[config.mk]
export PLATFORM = sky130hd
export DESIGN_NAME = pwm_run_chain
export DESIGN_NICKNAME = d
export VERILOG_FILES = /design/src/rtl/pwm_run_pkg.sv /design/src/rtl/pwm_req_chain.sv /design/src/rtl/pwm_run_slot.sv /design/src/rtl/pwm_run_chain.sv
export SDC_FILE = /design/constraint.sdc
export NUM_CORES = 1
export LEC_CHECK = 0
export ABC_AREA = 1
export BUFFER_PORTS_ARGS = -buffer_cell sky130_fd_sc_hd__clkbuf_2
export CORE_AREA = 2 2 39 41
export DETAILED_ROUTE_END_ITERATION = 12
export DIE_AREA = 0 0 41 43
export GPL_ROUTABILITY_DRIVEN = 0
export GPL_TIMING_DRIVEN = 0
export SLEW_MARGIN = 25
export SYNTH_ARGS = -nofsm -noshare
export SYNTH_HDL_FRONTEND = slang
export SYNTH_SLANG_ARGS = --single-unit
[constraint.sdc]
create_clock -name clk -period 0.8 [get_ports clk]
set_input_delay 0.16 -clock clk [delete_from_list [all_inputs] [get_ports clk]]
set_output_delay 0.16 -clock clk [all_outputs]
set_load 0.05 [all_outputs]
[src/rtl/pwm_run_pkg.sv]
package pwm_run_pkg;

    // Per-channel control bundle as seen by one run slot
    typedef struct packed {
        logic req;       // effective run request after chaining
        logic follower;  // channel is slaved to its upstream neighbour
        logic graceful;  // finish the waveform cycle before halting
        logic cyc_end;   // end-of-cycle pulse from the period counter
    } slot_ctl_t;

    typedef enum logic [1:0] {
        ACT_RUN  = 2'd0,
        ACT_HOLD = 2'd1,
        ACT_STOP = 2'd2
    } slot_act_e;

    // Decide what a slot does on the coming edge
    function automatic slot_act_e slot_decide(input slot_ctl_t c, input logic en);
        if (c.req)
            return ACT_RUN;
        else if (en && c.graceful && !c.follower && !c.cyc_end)
            return ACT_HOLD;
        else
            return ACT_STOP;
    endfunction

endpackage

[src/rtl/pwm_req_chain.sv]
module pwm_req_chain #(
    parameter int NUM_CH = 3
) (
    input  logic [NUM_CH-1:0] run_bit,
    input  logic [NUM_CH-1:0] auto_bit,
    output logic [NUM_CH-1:0] req,
    output logic [NUM_CH-1:0] follower
);

    // Head channel: no upstream, autorun is ignored
    assign req[0]      = run_bit[0];
    assign follower[0] = 1'b0;

    for (genvar i = 1; i < NUM_CH; i++) begin : g_link
        assign req[i]      = run_bit[i] | (auto_bit[i] & req[i-1]);
        assign follower[i] = auto_bit[i];
    end

endmodule

[src/rtl/pwm_run_slot.sv]
module pwm_run_slot
    import pwm_run_pkg::*;
(
    input  logic      clk,
    input  logic      rst,
    input  slot_ctl_t ctl,
    output logic      en
);

    slot_act_e act;

    always_comb act = slot_decide(ctl, en);

    always_ff @(posedge clk) begin
        if (rst)
            en <= 1'b0;
        else
            en <= (act != ACT_STOP);
    end


    reset_clear_chk: assert property (@(posedge clk) rst |=> !en);


    req_start_chk: assert property (@(posedge clk) disable iff (rst)
        ctl.req |=> en);


    abrupt_stop_chk: assert property (@(posedge clk) disable iff (rst)
        (!ctl.req && !ctl.graceful) |=> !en);


    follower_stop_chk: assert property (@(posedge clk) disable iff (rst)
        (!ctl.req && ctl.follower) |=> !en);


    drain_hold_chk: assert property (@(posedge clk) disable iff (rst)
        (!ctl.req && en && ctl.graceful && !ctl.follower && !ctl.cyc_end) |=> en);


    drain_end_chk: assert property (@(posedge clk) disable iff (rst)
        (!ctl.req && ctl.cyc_end) |=> !en);

endmodule

[src/rtl/pwm_run_chain.sv]
module pwm_run_chain
    import pwm_run_pkg::*;
#(
    parameter int NUM_CH = 3
) (
    input  logic              clk,
    input  logic              rst,
    input  logic [NUM_CH-1:0] run_bit,
    input  logic [NUM_CH-1:0] auto_bit,
    input  logic [NUM_CH-1:0] cmpl_bit,
    input  logic [NUM_CH-1:0] cycle_end,
    output logic [NUM_CH-1:0] run_en
);

    logic      [NUM_CH-1:0] chain_req;
    logic      [NUM_CH-1:0] chain_fol;
    slot_ctl_t              ctl [NUM_CH];

    pwm_req_chain #(.NUM_CH(NUM_CH)) u_chain (
        .run_bit  (run_bit),
        .auto_bit (auto_bit),
        .req      (chain_req),
        .follower (chain_fol)
    );

    for (genvar i = 0; i < NUM_CH; i++) begin : g_slot
        always_comb begin
            ctl[i].req      = chain_req[i];
            ctl[i].follower = chain_fol[i];
            ctl[i].graceful = cmpl_bit[i];
            ctl[i].cyc_end  = cycle_end[i];
        end

        pwm_run_slot u_slot (
            .clk (clk),
            .rst (rst),
            .ctl (ctl[i]),
            .en  (run_en[i])
        );
    end

    // Port-level view of the cascade: a follower tracks its upstream request
    for (genvar i = 1; i < NUM_CH; i++) begin : g_casc_chk

        follow_start_chk: assert property (@(posedge clk) disable iff (rst)
            (auto_bit[i] && chain_req[i-1]) |=> run_en[i]);


        own_run_wins_chk: assert property (@(posedge clk) disable iff (rst)
            (run_bit[i] && auto_bit[i]) |=> run_en[i]);
    end


    head_auto_ignored_chk: assert property (@(posedge clk) disable iff (rst)
        (!run_bit[0] && !run_en[0]) |=> !run_en[0]);

endmodule

==> summary.txt, run 1 <==
Min path
  – Hold WC Path Type: primary input to flip-flop

Clock tree
  – CTS sink cnt: 3
  – Clock buffer count from CTS: 3
  – Clk root buf: clkbuf_4
  – Skew-Pair Late Insertion Delay: about 0.23 ns
  – Clk pin slew, worst setup/hold paths: 0.04 ns
  – # hold bufs at CTS: 0
  – Htree depth: 1
  – Max clock buf depth: 2
  – CTS tree: built

Floorplan
  – Die Y: 43 µm
  – I/O Pins: 17
  – Core ar.: 0.00138 mm²
  – Die W: 41 µm
  – # rows: 14
  – Initial core utilization: about an eighth
  – Die area: 0.00176 mm²

Finish
  – Inserted Diodes: 0
  – Layout Cells excl Fill: 58
  – Top Registers: g_slot.u_slot.en (3)
  – Area of the multi-input gates: 66.3 µm²
  – Fill cell count: 166
  – Largest register FFs: 3
  – Post-layout nets: 57
  – Largest Register: g_slot.u_slot.en
  – Register area: 63.8 µm²
  – Area Growth Syn to Fin: 101%
  – Fraction of layout cells with a size suffix above 1: 54.8%

Timing
  – Fmax: 1100 MHz
  – Fin. max-slew vios: 0
  – Tmin final: 0.907 ns
  – Final WS setup: -0.107 ns
  – Worst slew pin tran: 0.105 ns
  – Final setup viols: 3
  – Final clock skew: 0 ns
  – Slew margin rel.: between 90 and 100%
  – Final hold viol count: 0
  – Crit share post-route: 113%
  – RSZ-0062 raised after global routing: true
  – Final setup TNS: -0.293 ns

Critical path
  – Crit start category: flip-flop
  – FF-to-FF path depth: 6
  – Largest delay contributor family on the critical path: flip-flops
  – CP Buf/Inv Count: 1
  – Critical path depth: 1
  – CP Capture Type: output pin
  – Worst Path Max Fanout: 2
  – FF-to-FF setup slack: ~0.070 ns
  – CP Launch Point: g_slot[1].u_slot.en
  – Worst Setup EP: run_en[1]
  – Slowest stage cell, crit path: dfxtp_2
  – R2r endpoint: g_slot[2].u_slot.en
  – Worst r2r src: g_slot[2].u_slot.en
  – Critical path arrival: 0.75 ns
  – Worst EP required: about 0.64 ns
  – CP max stage delay: approximately 0.34 ns
  – CP Cell Sequence: clkbuf_16
  – CP Class: flip-flop to output pin

Global routing
  – Remaining global-route overflow: 0
  – Total track usage: 7.21%
  – Initial antenna violation count: 0
  – First-pass GRT wire length: 759 µm
  – Pin count of the biggest net entering global routing: 4
  – Vias in the first global route: 209

Status
  – Failing checks: setup timing
  – Outcome: complete, but fails checks

Routing
  – Wire length per cell: approximately 9.0 µm
  – Drt first pass iters: 4
  – Via-to-Cell Ratio: 3.71
  – DR vias: 215
  – Antenna Nets Post-Route: 0
  – # DRC: 0
  – Initial DRC Count: 6
  – Total wire length: 522 µm

Synth
  – Synthesized area: 168 µm²
  – Synth Warn #: 0
  – Synth area leader: dfxtp_1
  – Synth Register Bits: 3
  – Mean Syn Cell Area: 6.71 µm²
  – Post-Synthesis Cells: 25
  – Sequential area share after synthesis: 35.8%
  – Synth cell types: 9
  – Yosys top cell area share: 35.8%
  – Synth Net Count: 39
  – Synth top area cells: dfxtp_1 36%, buf_4 13%, inv_1 11%, a21oi_1 9.0%, nand2_1 9.0%

Placed design
  – Dpl ws: -0.0337 ns
  – Port bufs: 15
  – Dpl cells: 56
  – Post-DP HPWL: between 300 and 400 µm

Pwr
  – Maximum vdd drop: ~0.00054 V
  – Cell Pwr Density: 1760 mW/mm²
  – Leak pwr: between 0.00015 and 0.0002 µW

Job
  – Max-Cap Viols: 0
==> power by group <==
group	internal [µW]	switching, µW	total [µW]
Clock	187	86.0	273
Combinational	79.6	68.3	148
Sequential	163	9.96	173
Total	430	164	594
==> cell usage after synthesis (all sizes together) <==
master,number
inv,5
a21oi,4
nand2,4
nor2,4
buf,3
dfxtp,3
nand3,1
nand3b,1
==> cells by family after synthesis <==
kind of cell           synth area share, %
flip-flops                            35.8
buffers and inverters                 24.6
AND/OR/NAND/NOR                       25.4
AO/OA/AOI/OAI                         14.2
==> worst reg2reg max path, stage by stage (launching register included) <==
cell and delay [ns]:
dfxtp_2 0.32, nand2_1 0.06, inv_1 0.04, nand2_1 0.04, nand2_1 0.05, nor2_1 0.08
nor2_1 0.04
==> routing by layer <==
layer / vias up / GRT usage (%) / routed length, µm
met5: - / 0 / 0
met4: 0 / 4.00 / 0
met3: 0 / 7.85 / 58
met2: 11 / 11.9 / 302
met1: 98 / 4.15 / 161
li1: 106 / - / -
==> final cells by class <==
cell class              instances  area share [%]
inverters                       5            5.56
well taps                      16            5.93
multi-input cells              14            19.6
repair buffers                 16            42.2
flip-flops and latches          3            18.9
clock buffers                   4            7.78
==> how the worst min path moves through the flow <==
stage | cells past startpoint | endpoint | startpoint | slack [ns]
2_1_floorplan | 1 | g_slot[0].u_slot.en | rst | 0.23
3_3_place_gp | 2 | g_slot[0].u_slot.en | rst | 0.36
3_5_place_dp | 2 | g_slot[0].u_slot.en | rst | 0.36
4_1_cts | 2 | g_slot[1].u_slot.en | rst | 0.10
5_1_grt | 2 | g_slot[1].u_slot.en | rst | 0.11
6_report | 2 | g_slot[1].u_slot.en | rst | 0.11
==> stage by stage <==
step                power (µW)  hold slack (ns)  cell area [µm²]  util [%]
floorplan                  242            0.229              168         -
global placement           285            0.360              263      19.0
detailed placement         287            0.361              263      19.0
CTS                        600            0.101              330      23.9
global route               632            0.113              338      24.4
finish                     594            0.108              338      24.4
==> timing repair <==
item	in CTS	in global routing
setup endpoints to repair	3	3
setup buffers	0	1
gates cloned	0	0
hold endpoints to repair	0	0
resized for setup	12	0
==> cells in the final DEF (no fill, tap or decap) <==
cell type	netlist	layout
dfxtp_2	0	3
nand3b_1	1	1
clkbuf_16	0	3
clkbuf_2	0	12
a21oi_1	3	3
nor2_1	4	4
nand2_1	4	4
a21oi_2	1	1
inv_1	5	5
clkbuf_1	0	1
nand3_1	1	1
buf_4	3	1
clkbuf_4	0	3
(Power assumes the default switching activity.)
==> run 2: changes to the inputs <==
--- a/config.mk
+++ b/config.mk
@@ -5,7 +5,7 @@
 export SDC_FILE = /design/constraint.sdc
 export NUM_CORES = 1
 export LEC_CHECK = 0
-export ABC_AREA = 1
+export ABC_AREA = 0
 export BUFFER_PORTS_ARGS = -buffer_cell sky130_fd_sc_hd__clkbuf_2
 export CORE_AREA = 2 2 39 41
 export DETAILED_ROUTE_END_ITERATION = 12
==> run 2 against run 1 <==
Against the previous run:
- the run still ends with setup timing left
- first-iteration DRC count down 50%
- cell count fell by 16%
- global-route usage is 0.59 points lower
- hold slack gained 0.033 ns
- sequential share of layout area up 2.2 points
- total power fell by 4.0%
- clock skew unchanged
- non-clock buffer count is 1 lower
- critical path depth unchanged
- highest routed layer is now met4
- wire length is 9.0% lower
==> summary.txt, run 2 <==
Synth
  – Synth top area cells: dfxtp_1 43%, buf_4 16%, a31oi_1 8.9%, nor2_1 8.0%, a21oi_1 7.1%
  – Most used DFF post-synth: dfxtp_1
  – Yosys top cell area share: 42.9% (+7.0 points)
  – Mean Syn Cell Area: 8.24 µm² (+23%)
  – Number of synthesized flops with an enable pin: 0 (unchanged)
  – Synth Warn #: 0 (unchanged)
  – Synth area leader: dfxtp_1
  – Synth Net Count: 31 (-21%)
  – Synth Register Bits: 3 (unchanged)
  – Post-Synthesis Cells: 17 (-32%)
  – Post-synth top cells: 3 x buf_4, 3 x dfxtp_1, 3 x nor2_1
  – Sequential area share after synthesis: 42.9% (+7.0 points)
  – Synthesized area: 140 µm² (-16%)
  – Post-synth ARST share: 0% (unchanged)
  – Synth cell types: 9 (unchanged)

Floorplan
  – Die area: 0.00176 mm² (unchanged)
  – Die W: 41 µm (unchanged)
  – I/O Pins: 17 (unchanged)
  – Initial core utilization: 10.1% (-2.0 points)
  – Die Y: 43 µm (unchanged)
  – # rows: 14 (unchanged)
  – Core ar.: 0.00138 mm² (unchanged)

Finish
  – Post-layout nets: 48 (-16%)
  – Commonest non-fill, non-tap cell in the layout: clkbuf_2
  – Area Growth Syn to Fin: 116%
  – Inserted Diodes: 0 (unchanged)
  – Top Registers: g_slot.u_slot.en (3)
  – Fraction of layout cells with a size suffix above 1: 66.7% (+12 points)
  – Largest Register: g_slot.u_slot.en
  – Layout Cells excl Fill: 49 (-16%)
  – Most frequent cells in the layout: 12 x clkbuf_2, 3 x nor2_1, 3 x clkbuf_4, 3 x dfxtp_2, 3 x clkbuf_16
  – Largest register FFs: 3 (unchanged)

Critical path
  – CP Class: flip-flop to output pin
  – CP Cell Sequence: clkbuf_16
  – Crit start category: flip-flop
  – Slowest stage cell, crit path: dfxtp_2
  – Worst r2r src: g_slot[2].u_slot.en
  – CP Launch Point: g_slot[0].u_slot.en
  – Largest delay contributor family on the critical path: flip-flops
  – Worst Setup EP: run_en[0]
  – FF-to-FF path depth: 2 (-4)
  – CP max stage delay: 0.34 ns (about the same)
  – FF-to-FF setup slack: 0.08 ns (about the same)
  – CP Capture Type: output pin
  – Worst EP required: 0.64 ns (about the same)
  – Critical path depth: 1 (unchanged)
  – Critical path arrival: 0.74 ns (about the same)
  – Worst Path Max Fanout: 2 (unchanged)
  – CP Buf/Inv Count: 1 (unchanged)
  – R2r endpoint: g_slot[2].u_slot.en

Timing
  – Worst slew pin tran: 0.179 ns (+0.0741 ns)
  – Final setup viols: 3 (unchanged)
  – Final hold viol count: 0 (unchanged)
  – RSZ-0062 raised after global routing: true
  – Final hold slack: 0.141 ns (+0.0332 ns)
  – Tmin final: 0.898 ns (-0.00904 ns)
  – Final clock skew: 0 ns (unchanged)
  – Final WS setup: -0.0983 ns (+0.00904 ns)
  – Fmax: 1110 MHz (+1.0%)
  – Slew margin rel.: 88.0% (-5.0 points)
  – Fin. max-slew vios: 0 (unchanged)
  – Crit share post-route: 112% (-1.1 points)

Routing
  – Routed wl met2: 253 µm (-16%)
  – Routed length on met1: 132 µm (-18%)
  – Drt first pass iters: 4 (unchanged)
  – Highest metal used: met4
  – Antenna Nets Post-Route: 0 (unchanged)
  – Total wire length: 475 µm (-9.0%)
  – DR vias: 183 (-15%)
  – Met3 wire length: 77 µm (+33%)
  – Via-to-Cell Ratio: 3.73 (+0.75%)
  – Initial DRC Count: 3 (-3)
  – Wire length per cell: 9.69 µm (+7.7%)
  – # DRC: 0 (unchanged)

Placed design
  – Port bufs: 15 (unchanged)
  – Dpl cells: 48 (-14%)
  – Dpl ws: -0.0448 ns (-0.0110 ns)

Clock tree
  – Clk root buf: clkbuf_4
  – Skew-Pair Late Insertion Delay: 0.23 ns (about the same)
  – Clock buffer count from CTS: 3 (unchanged)
  – Clk pin slew, worst setup/hold paths: 0.04 ns (about the same)
  – Htree depth: 1 (unchanged)
  – CTS sink cnt: 3 (unchanged)
  – # hold bufs at CTS: 0 (unchanged)
  – CTS tree: built
  – Max clock buf depth: 2 (unchanged)
  – Postcts setup bufs: 0 (unchanged)

Global routing
  – First-pass GRT wire length: 662 µm (-13%)
  – Remaining global-route overflow: 0 (unchanged)
  – Initial antenna violation count: 0 (unchanged)
  – Total track usage: 6.62% (-0.59 points)
  – Pin count of the biggest net entering global routing: 4 (unchanged)
  – Vias in the first global route: 169 (-19%)

Pwr
  – Cell Pwr Density: 1880 mW/mm² (+7.1%)
  – Clock power frac: 45.6% (-0.4 points)
  – Switching power: 147 µW (-10%)
  – Cell internal pwr: 423 µW (-1.6%)
  – Sw Ratio: 25.8% (-1.8 points)
  – Reg power frac: 30.4% (+1.3 points)
  – Leak pwr: 0.000148 µW (-20%)
  – Maximum vdd drop: 0.000362 V (-33%)
  – Comb power frac: 23.9% (-1.0 points)

Status
  – Outcome: complete, but fails checks
  – Failing checks: setup timing

Job
  – Max-Cap Viols: 0 (unchanged)

Min path
  – Hold WC Path Type: primary input to flip-flop
-- run 2: area by class of cell --
cell class | instances | area [µm²]
Inverter | 1 | 3.75
Sequential cell | 3 | 63.8
Fill cell | 153 | 1080
Tap cell | 16 | 20.0
Multi-Input combinational cell | 10 | 53.8
Timing Repair Buffer | 15 | 135
Clock buffer | 4 | 26.3
-- run 2: cells by family after synthesis --
| logic type | count (synthesis) | synth area share (%) |
|---|---|---|
| AND/OR/NAND/NOR | 5 | 16.1 |
| AO/OA/AOI/OAI | 5 | 22.3 |
| buffers and inverters | 4 | 18.7 |
| flip-flops | 3 | 42.9 |
-- run 2: stage by stage --
step	setup TNS [ns]	util [%]	power (µW)	area, µm²
global route	-0.363	21.9	617	303
finish	-0.268	21.9	570	303
detailed placement	-0.107	17.0	281	235
floorplan	0	-	236	140
CTS	-0.278	21.9	579	303
global placement	-0.0732	17.0	278	235
-- run 2: worst min-delay path by stage --
stage / startpoint / to / slack (ns) / cells past startpoint
4_1_cts: rst / g_slot[2].u_slot.en / 0.13 / 2
3_3_place_gp: rst / g_slot[2].u_slot.en / 0.37 / 2
5_1_grt: rst / g_slot[2].u_slot.en / 0.13 / 2
3_5_place_dp: rst / g_slot[2].u_slot.en / 0.38 / 2
2_1_floorplan: rst / g_slot[2].u_slot.en / 0.22 / 1
6_report: rst / g_slot[2].u_slot.en / 0.14 / 2
-- run 2: power groups by stage --
stage	sequential [µW]	combinational [µW]	clock, µW
after floorplan	167	68.8	0
after global placement	168	110	0
after detailed placement	169	112	0
after CTS	173	135	271
after global routing	174	144	298
final	174	136	260
-- run 2: timing repair --
item                                    CTS  global route
hold endpoints to repair                  0             0
gates resized for setup                  12             0
endpoints found under the setup margin    3             3
-- run 2: per-layer routing --
metal	vias up	track usage (%)
met5	-	0
met2	15	11.3
met3	2	4.71
met4	0	6.00
li1	87	-
met1	79	3.85
